`config.mk`:
```
export PLATFORM = sky130hd
export DESIGN_NAME = wire_serial_core
export DESIGN_NICKNAME = d
export VERILOG_FILES = /design/src/rtl/serial_core_pkg.sv /design/src/rtl/serial_pin_sync.sv /design/src/rtl/serial_ctrl.sv /design/src/rtl/serial_datapath.sv /design/src/rtl/serial_pad_mux.sv /design/src/rtl/wire_serial_core.sv
export SDC_FILE = /design/constraint.sdc
export NUM_CORES = 1
export LEC_CHECK = 0
export CORE_MARGIN = 4
export CORE_UTILIZATION = 31
export CTS_BUF_LIST = sky130_fd_sc_hd__clkbuf_8
export CTS_CLUSTER_DIAMETER = 200
export CTS_CLUSTER_SIZE = 12
export DETAILED_ROUTE_END_ITERATION = 12
export DONT_BUFFER_PORTS = 1
export PLACE_DENSITY = 0.52
export SYNTH_ARGS = -nofsm -noshare
export SYNTH_HDL_FRONTEND = slang
export SYNTH_SLANG_ARGS = --single-unit
export TNS_END_PERCENT = 30
```
`constraint.sdc`:
```
create_clock -name clk -period 3.3 [get_ports clk]
set_input_delay 0.66 -clock clk [delete_from_list [all_inputs] [get_ports clk]]
set_output_delay 0.66 -clock clk [all_outputs]
set_load 0.01 [all_outputs]
```
`src/rtl/serial_core_pkg.sv`:
```
package serial_core_pkg;

  typedef enum logic [1:0] {
    MODE_OFF      = 2'b00,
    MODE_THREE    = 2'b01,
    MODE_TWO      = 2'b10,
    MODE_TWO_HOLD = 2'b11
  } wireMode_t;

  typedef enum logic [1:0] {
    SRC_NONE     = 2'b00,
    SRC_SOFT     = 2'b01,
    SRC_EXT_RISE = 2'b10,
    SRC_EXT_FALL = 2'b11
  } clkSrc_t;

  // strobes from control to datapath
  typedef struct packed {
    logic shiftEn;
    logic countEn;
    logic load;
  } dpStrobe_t;

  localparam int PIN_SDA = 0;
  localparam int PIN_DO  = 1;
  localparam int PIN_SCL = 2;
  localparam int PIN_N   = 3;

endpackage

```
`src/rtl/serial_pin_sync.sv`:
```
module serial_pin_sync #(
  parameter int STAGES = 2,
  parameter int LINES  = 2
) (
  input  logic             clk,
  input  logic             rstN,
  input  logic [LINES-1:0] din,
  output logic [LINES-1:0] dout
);

  genvar i;
  generate
    for (i = 0; i < LINES; i++) begin : g_line
      logic [STAGES-1:0] chain;
      always_ff @(posedge clk or negedge rstN) begin
        if (!rstN) chain <= '1;   // idle bus level
        else       chain <= {chain[STAGES-2:0], din[i]};
      end
      assign dout[i] = chain[STAGES-1];
    end
  endgenerate

endmodule

```
`src/rtl/serial_ctrl.sv`:
```
module serial_ctrl
  import serial_core_pkg::*;
(
  input  logic      clk,
  input  logic      rstN,
  input  logic [1:0] modeSel,
  input  logic [1:0] clkSrc,
  input  logic      swClk,
  input  logic      loadEn,
  input  logic      startClr,
  input  logic      ovfClr,
  input  logic      sdaS,
  input  logic      sclS,
  input  logic      cntLsb,
  input  logic      ovfPulse,
  output dpStrobe_t strobe,
  output logic      startFlag,
  output logic      ovfFlag,
  output logic      sclHold
);

  logic sdaPrev, sclPrev;
  logic sclRise, sclFall, sclEdge;
  logic extSel, softSel, twoWire;
  logic startDet, edgeStart, setStart;

  always_ff @(posedge clk or negedge rstN) begin
    if (!rstN) begin
      sdaPrev <= 1'b1;
      sclPrev <= 1'b1;
    end else begin
      sdaPrev <= sdaS;
      sclPrev <= sclS;
    end
  end

  assign sclRise = sclS & ~sclPrev;
  assign sclFall = ~sclS & sclPrev;
  assign sclEdge = sclRise | sclFall;

  assign extSel  = clkSrc[1];
  assign softSel = (clkSrc == SRC_SOFT);
  assign twoWire = modeSel[1];

  always_comb begin
    strobe.load    = loadEn;
    strobe.countEn = (extSel & sclEdge) | (softSel & swClk);
    if (extSel)
      strobe.shiftEn = (clkSrc == SRC_EXT_FALL) ? sclFall : sclRise;
    else
      strobe.shiftEn = softSel & swClk & cntLsb;
  end

  // start condition: SDA falls while SCL stays high
  assign startDet  = twoWire & sclS & sclPrev & sdaPrev & ~sdaS;
  assign edgeStart = ~twoWire & extSel & ~swClk & sclEdge;
  assign setStart  = startDet | edgeStart;

  always_ff @(posedge clk or negedge rstN) begin
    if (!rstN) begin
      startFlag <= 1'b0;
      ovfFlag   <= 1'b0;
    end else begin
      if (setStart)      startFlag <= 1'b1;
      else if (startClr) startFlag <= 1'b0;
      if (ovfPulse)      ovfFlag <= 1'b1;
      else if (ovfClr)   ovfFlag <= 1'b0;
    end
  end

  assign sclHold = twoWire & (startFlag | ((modeSel == MODE_TWO_HOLD) & ovfFlag));

  // the start flag stays set until cleared
  p_start_sticky_r5: assert property (@(posedge clk) disable iff (!rstN)
    startFlag && !startClr |=> startFlag);

  // an external clock edge in a non-bus mode raises the flag
  p_edge_flag_r6: assert property (@(posedge clk) disable iff (!rstN)
    (!modeSel[1] && clkSrc[1] && !swClk && (sclS != sclPrev)) |=> startFlag);

  // overflow sets its flag, a lone clear drops it
  p_ovf_set_r7: assert property (@(posedge clk) disable iff (!rstN)
    ovfPulse |=> ovfFlag);
  p_ovf_clear_r7: assert property (@(posedge clk) disable iff (!rstN)
    ovfClr && !ovfPulse |=> !ovfFlag);

endmodule

```
`src/rtl/serial_datapath.sv`:
```
module serial_datapath
  import serial_core_pkg::*;
#(
  parameter int DATA_W = 8,
  parameter int CNT_W  = 4
) (
  input  logic              clk,
  input  logic              rstN,
  input  dpStrobe_t         strobe,
  input  logic [DATA_W-1:0] loadData,
  input  logic              dataIn,
  output logic [DATA_W-1:0] shiftReg,
  output logic [CNT_W-1:0]  cnt,
  output logic              ovfPulse
);

  localparam logic [CNT_W-1:0] CNT_MAX = '1;

  always_ff @(posedge clk or negedge rstN) begin
    if (!rstN) begin
      shiftReg <= '0;
      cnt      <= '0;
    end else if (strobe.load) begin
      shiftReg <= loadData;
      cnt      <= '0;
    end else begin
      if (strobe.shiftEn) shiftReg <= {shiftReg[DATA_W-2:0], dataIn};
      if (strobe.countEn) cnt <= cnt + 1'b1;
    end
  end

  assign ovfPulse = strobe.countEn & ~strobe.load & (cnt == CNT_MAX);

  // each counting edge advances the counter by one
  p_count_step_r7: assert property (@(posedge clk) disable iff (!rstN)
    strobe.countEn && !strobe.load |=> cnt == CNT_W'($past(cnt) + 1'b1));

  // without a shift or load strobe the register holds
  p_shift_hold_r9: assert property (@(posedge clk) disable iff (!rstN)
    !strobe.shiftEn && !strobe.load |=> $stable(shiftReg));

  // a load writes the byte and clears the counter
  p_load_r12: assert property (@(posedge clk) disable iff (!rstN)
    strobe.load |=> (shiftReg == $past(loadData)) && (cnt == '0));

endmodule

```
`src/rtl/serial_pad_mux.sv`:
```
module serial_pad_mux
  import serial_core_pkg::*;
(
  input  logic [1:0]       modeSel,
  input  logic [PIN_N-1:0] portData,
  input  logic [PIN_N-1:0] portDir,
  input  logic             shiftMsb,
  input  logic             sclHold,
  output logic [PIN_N-1:0] padOe,
  output logic [PIN_N-1:0] padLevel,
  output logic             pullDis
);

  always_comb begin
    padOe    = portDir;
    padLevel = portData;
    pullDis  = 1'b0;
    case (modeSel)
      MODE_THREE: padLevel[PIN_DO] = shiftMsb;
      MODE_TWO, MODE_TWO_HOLD: begin
        pullDis           = 1'b1;
        padLevel[PIN_SDA] = 1'b0;
        padLevel[PIN_SCL] = 1'b0;
        padOe[PIN_SDA]    = portDir[PIN_SDA] & ~(shiftMsb & portData[PIN_SDA]);
        padOe[PIN_SCL]    = portDir[PIN_SCL] & (~portData[PIN_SCL] | sclHold);
      end
      default: ;
    endcase
  end

endmodule

```
`src/rtl/wire_serial_core.sv`:
```
module wire_serial_core
  import serial_core_pkg::*;
#(
  parameter int DATA_W      = 8,
  parameter int CNT_W       = $clog2(2 * DATA_W),
  parameter int SYNC_STAGES = 2
) (
  input  logic              clk,
  input  logic              rstN,
  input  logic [1:0]        modeSel,
  input  logic [1:0]        clkSrc,
  input  logic              swClk,
  input  logic              startClr,
  input  logic              ovfClr,
  input  logic              loadEn,
  input  logic [DATA_W-1:0] loadData,
  input  logic [2:0]        portData,
  input  logic [2:0]        portDir,
  input  logic              sdaPin,
  input  logic              sclPin,
  output logic [2:0]        padOe,
  output logic [2:0]        padLevel,
  output logic              pullDis,
  output logic [DATA_W-1:0] dataOut,
  output logic [CNT_W-1:0]  cntOut,
  output logic              startFlag,
  output logic              ovfFlag
);

  localparam int SDA_IDX = 0;
  localparam int SCL_IDX = 1;

  logic [1:0]  syncOut;
  dpStrobe_t   strobe;
  logic        ovfPulse, sclHold;

  serial_pin_sync #(.STAGES(SYNC_STAGES), .LINES(2)) u_sync (
    .clk (clk), .rstN (rstN),
    .din ({sclPin, sdaPin}),
    .dout(syncOut)
  );

  serial_ctrl u_ctrl (
    .clk      (clk),       .rstN    (rstN),
    .modeSel  (modeSel),   .clkSrc  (clkSrc),
    .swClk    (swClk),     .loadEn  (loadEn),
    .startClr (startClr),  .ovfClr  (ovfClr),
    .sdaS     (syncOut[SDA_IDX]), .sclS (syncOut[SCL_IDX]),
    .cntLsb   (cntOut[0]), .ovfPulse(ovfPulse),
    .strobe   (strobe),
    .startFlag(startFlag), .ovfFlag (ovfFlag),
    .sclHold  (sclHold)
  );

  serial_datapath #(.DATA_W(DATA_W), .CNT_W(CNT_W)) u_dp (
    .clk     (clk),      .rstN    (rstN),
    .strobe  (strobe),   .loadData(loadData),
    .dataIn  (syncOut[SDA_IDX]),
    .shiftReg(dataOut),  .cnt     (cntOut),
    .ovfPulse(ovfPulse)
  );

  serial_pad_mux u_pad (
    .modeSel (modeSel),  .portData(portData),
    .portDir (portDir),  .shiftMsb(dataOut[DATA_W-1]),
    .sclHold (sclHold),
    .padOe   (padOe),    .padLevel(padLevel),
    .pullDis (pullDis)
  );

  // three-wire data pad carries the shift MSB
  p_three_do_r2: assert property (@(posedge clk) disable iff (!rstN)
    modeSel == MODE_THREE |-> padLevel[PIN_DO] == dataOut[DATA_W-1]);

  // bus data line released when both sources are high
  p_sda_release_r3: assert property (@(posedge clk) disable iff (!rstN)
    modeSel[1] && dataOut[DATA_W-1] && portData[PIN_SDA] |-> !padOe[PIN_SDA]);

  // a pending start holds the bus clock low
  p_start_hold_r5: assert property (@(posedge clk) disable iff (!rstN)
    modeSel[1] && startFlag && portDir[PIN_SCL] |-> padOe[PIN_SCL] && !padLevel[PIN_SCL]);

  // pending overflow in hold mode stretches the clock
  p_ovf_hold_r8: assert property (@(posedge clk) disable iff (!rstN)
    modeSel == MODE_TWO_HOLD && ovfFlag && portDir[PIN_SCL] |-> padOe[PIN_SCL]);

  // pull-ups are off on the bus
  p_pull_off_r10: assert property (@(posedge clk) disable iff (!rstN)
    modeSel[1] |-> pullDis);

endmodule

```
=== Word level (Yosys, flattened, before mapping) ===
Index checks and enable logic that the tools add are counted.
W data, S select, Z words.

* Bits in registers: 20
* Logic and storage cells: 68
* Output and inout port bits: 21
* Input port bits: 26

* Equal/unequal tests: 6
* Muxes and demuxes: 16
* Add/sub/neg operators: 1
* Bitwise logic cells: 32
* Reduce and logical (&&, ||, !) cells: 5

{| class="wikitable"
|+ Operators with widths
! kind !! number
|-
| $and A1 B1 Y1 || 19
|-
| $mux W8 || 2
|-
| $mux W1 || 12
|-
| $mux W4 || 2
|-
| $not A1 Y1 || 8
|-
| $reduce_bool A2 Y1 || 4
|-
| $eq A2 B2 Y1 const B || 3
|-
| $or A1 B1 Y1 || 5
|-
| $add A4 B1 Y4 const B || 1
|-
| $eq A2 B1 Y1 const B || 2
|-
| $eq A4 B4 Y1 const B || 1
|-
| $reduce_or A2 Y1 || 1
|}

=== Longest topological paths before layout ===
* Depth after elaboration: 8
* Gate-level depth with buffers: 5
* Depth with buffers taken out: 5

=== Hierarchy ===
A second synthesis with hierarchy kept.

* Cell total of the unflattened synthesis: 91
* Area total of the unflattened synthesis: 1019.7 um^2

{| class="wikitable"
|+ Modules (own cells, without submodules)
! module !! sequential area each (um^2) !! area each (um^2) !! instances !! cells an instance
|-
| serial_datapath || 300.3 || 595.6 || 1 || 53
|-
| serial_ctrl || 102.6 || 235.2 || 1 || 22
|-
| serial_pin_sync || 105.1 || 120.1 || 1 || 6
|-
| serial_pad_mux || 0.0 || 68.8 || 1 || 10
|}

=== Least setup slack after synthesis ===
No wires, ideal clock.

* Path kind: input port to flip-flop
* Start: in loadEn
* End: reg u_dp.shiftReg[3]
* Setup time: 0.125 ns
* Buffers on the path: 2
* Arrival time: 1.864 ns
* Stages: 4
* Slack: 1.311 ns
* Required time: 3.175 ns
* Path through: clkbuf_1 clkbuf_1 mux2_2 mux2_2

* Cells in the longest elaborated chain, start to end: 1
* Elaborated cells on any way between the ends: 2
* Those cells by class: 1 x mux; 1 x reduce/logical

{| class="wikitable"
|+ Ends and longest elaborated chain
! element !! RTL line !! RTL
|-
| from (decl) || wire_serial_core.sv:15 || <nowiki>input logic loadEn,</nowiki>
|-
| $mux W8 / $reduce_bool A2 Y1 (equally long branches) || - ||
|-
| to (signal assigned) || serial_datapath.sv:24 || <nowiki>shiftReg <= loadData;</nowiki>
|-
| to (signal assigned) || serial_datapath.sv:27 || <nowiki>if (strobe.shiftEn) shiftReg <= {shiftReg[DATA_W-2:0], dataIn};</nowiki>
|-
| to (decl) || serial_datapath.sv:12 || <nowiki>output logic [DATA_W-1:0] shiftReg,</nowiki>
|}

Several ways; a longest one is shown, not always the timed one.
A chain may end at the register's enable or synchronous reset.

=== Final worst setup path ===
* Start: reg u_sync.g_line[1].chain[1]
* End: reg u_dp.shiftReg[6]

* Cells in the longest elaborated chain, start to end: 5
* Elaborated cells on any way between the ends: 6
* Those cells by class: 2 x mux; 3 x bitwise; 1 x reduce/logical

{| class="wikitable"
|+ Ends and longest elaborated chain
! element !! RTL line !! RTL
|-
| from (decl) || serial_pin_sync.sv:14 || <nowiki>logic [STAGES-1:0] chain;</nowiki>
|-
| from (signal assigned) || serial_pin_sync.sv:17 || <nowiki>else chain <= {chain[STAGES-2:0], din[i]};</nowiki>
|-
| $not A1 Y1 || serial_ctrl.sv:38 || <nowiki>assign sclFall = ~sclS & sclPrev;</nowiki>
|-
| $and A1 B1 Y1 || serial_ctrl.sv:38 ||
|-
| $mux W1 (*) || serial_ctrl.sv:49 || <nowiki>strobe.shiftEn = (clkSrc == SRC_EXT_FALL) ? sclFall : sclRise;</nowiki>
|-
| $mux W1 (*) || serial_ctrl.sv:48 || <nowiki>if (extSel)</nowiki>
|-
| $reduce_bool A2 Y1 (no line) (*) || - ||
|}

Every way passes the cells marked *; elsewhere a longest branch is shown, timed or not.

==> run_summary.xml <==
<?xml version="1.0" encoding="UTF-8"?>
<metrics>
  <group name="outcome">
    <metric name="run_status" unit="">finished clean</metric>
  </group>
  <group name="final_layout">
    <metric name="finalCoreUtilization" unit="%">35.9</metric>
    <metric name="filler_cell_count_in_the_final_layout" unit="">328</metric>
    <metric name="final_layout_size_suffix_gt1_share" unit="%">38.3</metric>
    <metric name="layout_common_cells" unit="">20 x sky130_fd_sc_hd__mux2_2, 14 x sky130_fd_sc_hd__dfrtp_1, 6 x sky130_fd_sc_hd__inv_1, 6 x sky130_fd_sc_hd__nor2b_1, 6 x sky130_fd_sc_hd__dfstp_2</metric>
    <metric name="final_net_count" unit="">111</metric>
    <metric name="leading_cell_type_in_the_layout_fill_and_taps_excluded" unit="">sky130_fd_sc_hd__mux2_2</metric>
    <metric name="syn_to_final_growth" unit="%">8.53</metric>
    <metric name="num_antenna_cells" unit="">0</metric>
  </group>
  <group name="yosys">
    <metric name="synth-edff-count" unit="">0</metric>
    <metric name="flops_latches_synth" unit="">20</metric>
    <metric name="synthDominantCellAreaShare" unit="%">34.1</metric>
    <metric name="post_syn_nets" unit="">113</metric>
    <metric name="yosysTopAreaCell" unit="">sky130_fd_sc_hd__dfrtp_1</metric>
    <metric name="ys.warnings.count" unit="">0</metric>
    <metric name="synthTopCellsByArea" unit="">sky130_fd_sc_hd__dfrtp_1 34%, sky130_fd_sc_hd__mux2_2 22%, sky130_fd_sc_hd__dfstp_2 15%, sky130_fd_sc_hd__ha_1 3.7%, sky130_fd_sc_hd__nor2b_1 3.7%</metric>
    <metric name="async_flop_share" unit="%">100</metric>
    <metric name="netlist-cell-type-count" unit="">26</metric>
    <metric name="avgSynthCellArea" unit="µm²">12.2</metric>
    <metric name="synth_sequential_area_ratio" unit="%">49.5</metric>
    <metric name="synthesis.instances" unit="">84</metric>
    <metric name="synth_flop_type" unit="">sky130_fd_sc_hd__dfrtp_1</metric>
    <metric name="syn-cell-area" unit="µm²">1030</metric>
  </group>
  <group name="placed_design">
    <metric name="place_hpwl" unit="mm">1.54</metric>
    <metric name="routabilityCongestion" unit="">0.823</metric>
    <metric name="io_buffer_count" unit="">0</metric>
  </group>
  <group name="global_routing">
    <metric name="grt.met2_usage" unit="%">14.9</metric>
    <metric name="grt_max_degree" unit="">21</metric>
    <metric name="grt.busiest_layer" unit="">met2</metric>
    <metric name="globalRoute.totalOverflow" unit="">0</metric>
    <metric name="first_global_vias" unit="">686</metric>
    <metric name="globalRouteMet1Util" unit="%">11.2</metric>
    <metric name="grt_antenna_before_repair" unit="">0</metric>
    <metric name="grt_first_pass_wirelength" unit="mm">3.23</metric>
    <metric name="globalRouteMet3Util" unit="%">6.84</metric>
    <metric name="track_usage" unit="%">9.92</metric>
  </group>
  <group name="setup_path">
    <metric name="cp_num_buf_inv" unit="">1</metric>
    <metric name="crit_path_start_kind" unit="">flip-flop</metric>
    <metric name="worst-endpoint-arrival" unit="ps">2160</metric>
    <metric name="r2r_end" unit="">u_dp.shiftReg[6]</metric>
    <metric name="timing.rr.start" unit="">u_sync.g_line[1].chain[1]</metric>
    <metric name="number_of_cell_instances_on_the_worst_register_to_register_path" unit="">5</metric>
    <metric name="cp-end-kind" unit="">flip-flop</metric>
    <metric name="timing.critical_path.required" unit="ps">3440</metric>
    <metric name="cell_with_the_most_instances_on_the_worst_path" unit="">sky130_fd_sc_hd__mux2_2</metric>
    <metric name="regToRegSetupSlack" unit="ps">1280</metric>
    <metric name="crit_cells" unit="">5</metric>
    <metric name="max_incr_delay_on_cp" unit="ps">540</metric>
    <metric name="cp-endpoint" unit="">u_dp.shiftReg[6]</metric>
    <metric name="cp_slowest_cell" unit="">sky130_fd_sc_hd__dfstp_2</metric>
    <metric name="critical_path.top_delay_family" unit="">multiplexers</metric>
    <metric name="setup.worst_path.class" unit="">reg -&gt; reg</metric>
    <metric name="cp-startpoint" unit="">u_sync.g_line[1].chain[1]</metric>
    <metric name="crit_chain" unit="">inv_1, ha_1, mux2_2, a221oi_4, mux2_2</metric>
    <metric name="crit_fanout" unit="">8</metric>
  </group>
  <group name="clocking">
    <metric name="clkSlewWorstSetupHoldPaths" unit="ps">70</metric>
    <metric name="number_of_buffers_inserted_by_post_cts_setup_repair" unit="">0</metric>
    <metric name="clock_latency" unit="ps">250</metric>
    <metric name="cts.path.max_buffers" unit="">2</metric>
    <metric name="cts_hold_repair.buffers" unit="">0</metric>
    <metric name="cts_made_buffers" unit="">3</metric>
    <metric name="cts_resized" unit="">0</metric>
    <metric name="clock_sink_count" unit="">20</metric>
    <metric name="tritoncts" unit="">yes</metric>
    <metric name="ctsHtreeMaxLevel" unit="">1</metric>
    <metric name="clk_root_buffer_cell" unit="">sky130_fd_sc_hd__clkbuf_8</metric>
  </group>
  <group name="power">
    <metric name="power_density" unit="nW/µm²">556</metric>
    <metric name="leakage" unit="µW">0.000457</metric>
    <metric name="max-vdd-ir-drop" unit="µV">317</metric>
  </group>
  <group name="timing">
    <metric name="grt_setup_unrepaired" unit="">no</metric>
    <metric name="layout_min_cycle_time" unit="ps">2020</metric>
    <metric name="fin_tns_setup" unit="ps">0</metric>
    <metric name="worst_pin_slew" unit="ps">484</metric>
    <metric name="max_freq" unit="GHz">0.496</metric>
    <metric name="setup_viol" unit="">0</metric>
    <metric name="finalCritPeriodShare" unit="%">61.1</metric>
    <metric name="final-hold-violation-count" unit="">0</metric>
    <metric name="slew_viol_final" unit="">0</metric>
    <metric name="fin_skew" unit="ps">2.39</metric>
    <metric name="maxSlewHeadroom" unit="%">67.7</metric>
  </group>
  <group name="die">
    <metric name="fp.dieW" unit="µm">65.6</metric>
    <metric name="num_io_pins" unit="">47</metric>
    <metric name="die_height" unit="µm">65.6</metric>
    <metric name="die_area" unit="µm²">4300</metric>
    <metric name="placement_rows" unit="">20</metric>
    <metric name="floorplan.initialDensity" unit="%">33.1</metric>
    <metric name="core_area" unit="µm²">3100</metric>
  </group>
  <group name="drt">
    <metric name="routed-via-count" unit="">634</metric>
    <metric name="dr_vias_cell" unit="">5.07</metric>
    <metric name="detail_route.drc_violations" unit="">0</metric>
    <metric name="drt_pre_antenna_iters" unit="">4</metric>
    <metric name="wl" unit="mm">1.99</metric>
    <metric name="number_of_design_rule_violations_left_by_the_first_detailed_router_iteration" unit="">22</metric>
    <metric name="drt-wirelength-per-cell" unit="µm">15.9</metric>
    <metric name="drtAntennaViolNets" unit="">0</metric>
  </group>
  <group name="job">
    <metric name="maxCapViolations" unit="">0</metric>
  </group>
  <group name="worst_hold_path">
    <metric name="min-delay-path-class" unit="">in -&gt; async</metric>
  </group>
</metrics>
-- flip-flops by register name (all words and copies together) (netlist names) --
| signal | flops |
|---|---|
| u_dp.shiftReg | 8 |
| u_dp.cnt | 4 |
| u_ctrl.sdaPrev | 1 |
| u_ctrl.ovfFlag | 1 |
| u_sync.g_line.chain | 4 |
| u_ctrl.sclPrev | 1 |
| u_ctrl.startFlag | 1 |
-- routing by layer --
layer | vias up | share of wire (%)
li1 | 287 | -
met1 | 302 | 41
met2 | 43 | 42
met3 | 2 | 16
met4 | 0 | 0.50
met5 | - | 0
-- area by class of cell --
| class | count | area (µm²) | area share, % |
|---|---|---|---|
| multi-input combinational | 51 | 458 | 41.1 |
| inverter | 6 | 22.5 | 2.02 |
| clock inverter | 1 | 30.0 | 2.69 |
| sequential | 20 | 508 | 45.6 |
| tap | 44 | 55.1 | 4.94 |
| clock buffer | 3 | 41.3 | 3.70 |
-- kinds of logic after synthesis --
group | after synthesis | share of synthesized area [%]
AND/OR/NAND/NOR | 17 | 9.26
adder cells (fa/ha/maj) | 3 | 3.65
multiplexers | 20 | 21.9
AO/OA/AOI/OAI | 11 | 9.75
flip-flops | 20 | 49.5
buffers and inverters | 13 | 5.97
-- how the worst min path moves through the flow --
| stage | startpoint | to | cells after the start |
|---|---|---|---|
| after floorplan | u_sync.g_line[0].chain[0] | u_sync.g_line[0].chain[1] | 0 |
| after global placement | u_sync.g_line[1].chain[0] | u_sync.g_line[1].chain[1] | 0 |
| after detailed placement | u_sync.g_line[0].chain[0] | u_sync.g_line[0].chain[1] | 0 |
| after CTS | rstN | u_dp.shiftReg[5] | 0 |
| after global routing | rstN | u_dp.shiftReg[1] | 0 |
| final | rstN | u_dp.shiftReg[5] | 0 |
-- Yosys cell counts (2+ instances only) --
master / number
sky130_fd_sc_hd__dfstp_2: 6
sky130_fd_sc_hd__o21ai_0: 2
sky130_fd_sc_hd__nor2_1: 2
sky130_fd_sc_hd__nor3_1: 2
sky130_fd_sc_hd__nor2b_1: 6
sky130_fd_sc_hd__nand2_1: 3
sky130_fd_sc_hd__dfrtp_1: 14
sky130_fd_sc_hd__clkbuf_1: 3
sky130_fd_sc_hd__mux2_2: 20
sky130_fd_sc_hd__buf_4: 3
sky130_fd_sc_hd__inv_1: 6
sky130_fd_sc_hd__ha_1: 3
-- worst reg2reg max path, cell delays in order, from the launching register on --
cell	delay, ps
sky130_fd_sc_hd__dfstp_2	540
sky130_fd_sc_hd__inv_1	50
sky130_fd_sc_hd__ha_1	170
sky130_fd_sc_hd__mux2_2	280
sky130_fd_sc_hd__a221oi_4	460
sky130_fd_sc_hd__mux2_2	390
-- where the power goes --
group	internal (µW)	switching (µW)	leakage, µW
combinational	41.6	24.3	0.000183
clock	162	79.1	0.0000357
sequential	275	38.1	0.000239
-- stage by stage --
step           setup WS (ps)  total power [µW]  cells  instance area (µm²)  hold WS (ps)
3_3_place_gp            1320               384    121                 1040           348
5_1_grt                 1210               657    125                 1110          65.3
4_1_cts                 1260               634    125                 1110          78.8
3_5_place_dp            1270               385    121                 1040           349
2_1_floorplan           1310               378     84                 1030           345
6_report                1280               620    125                 1110          92.0
(Power assumes the default switching activity.)
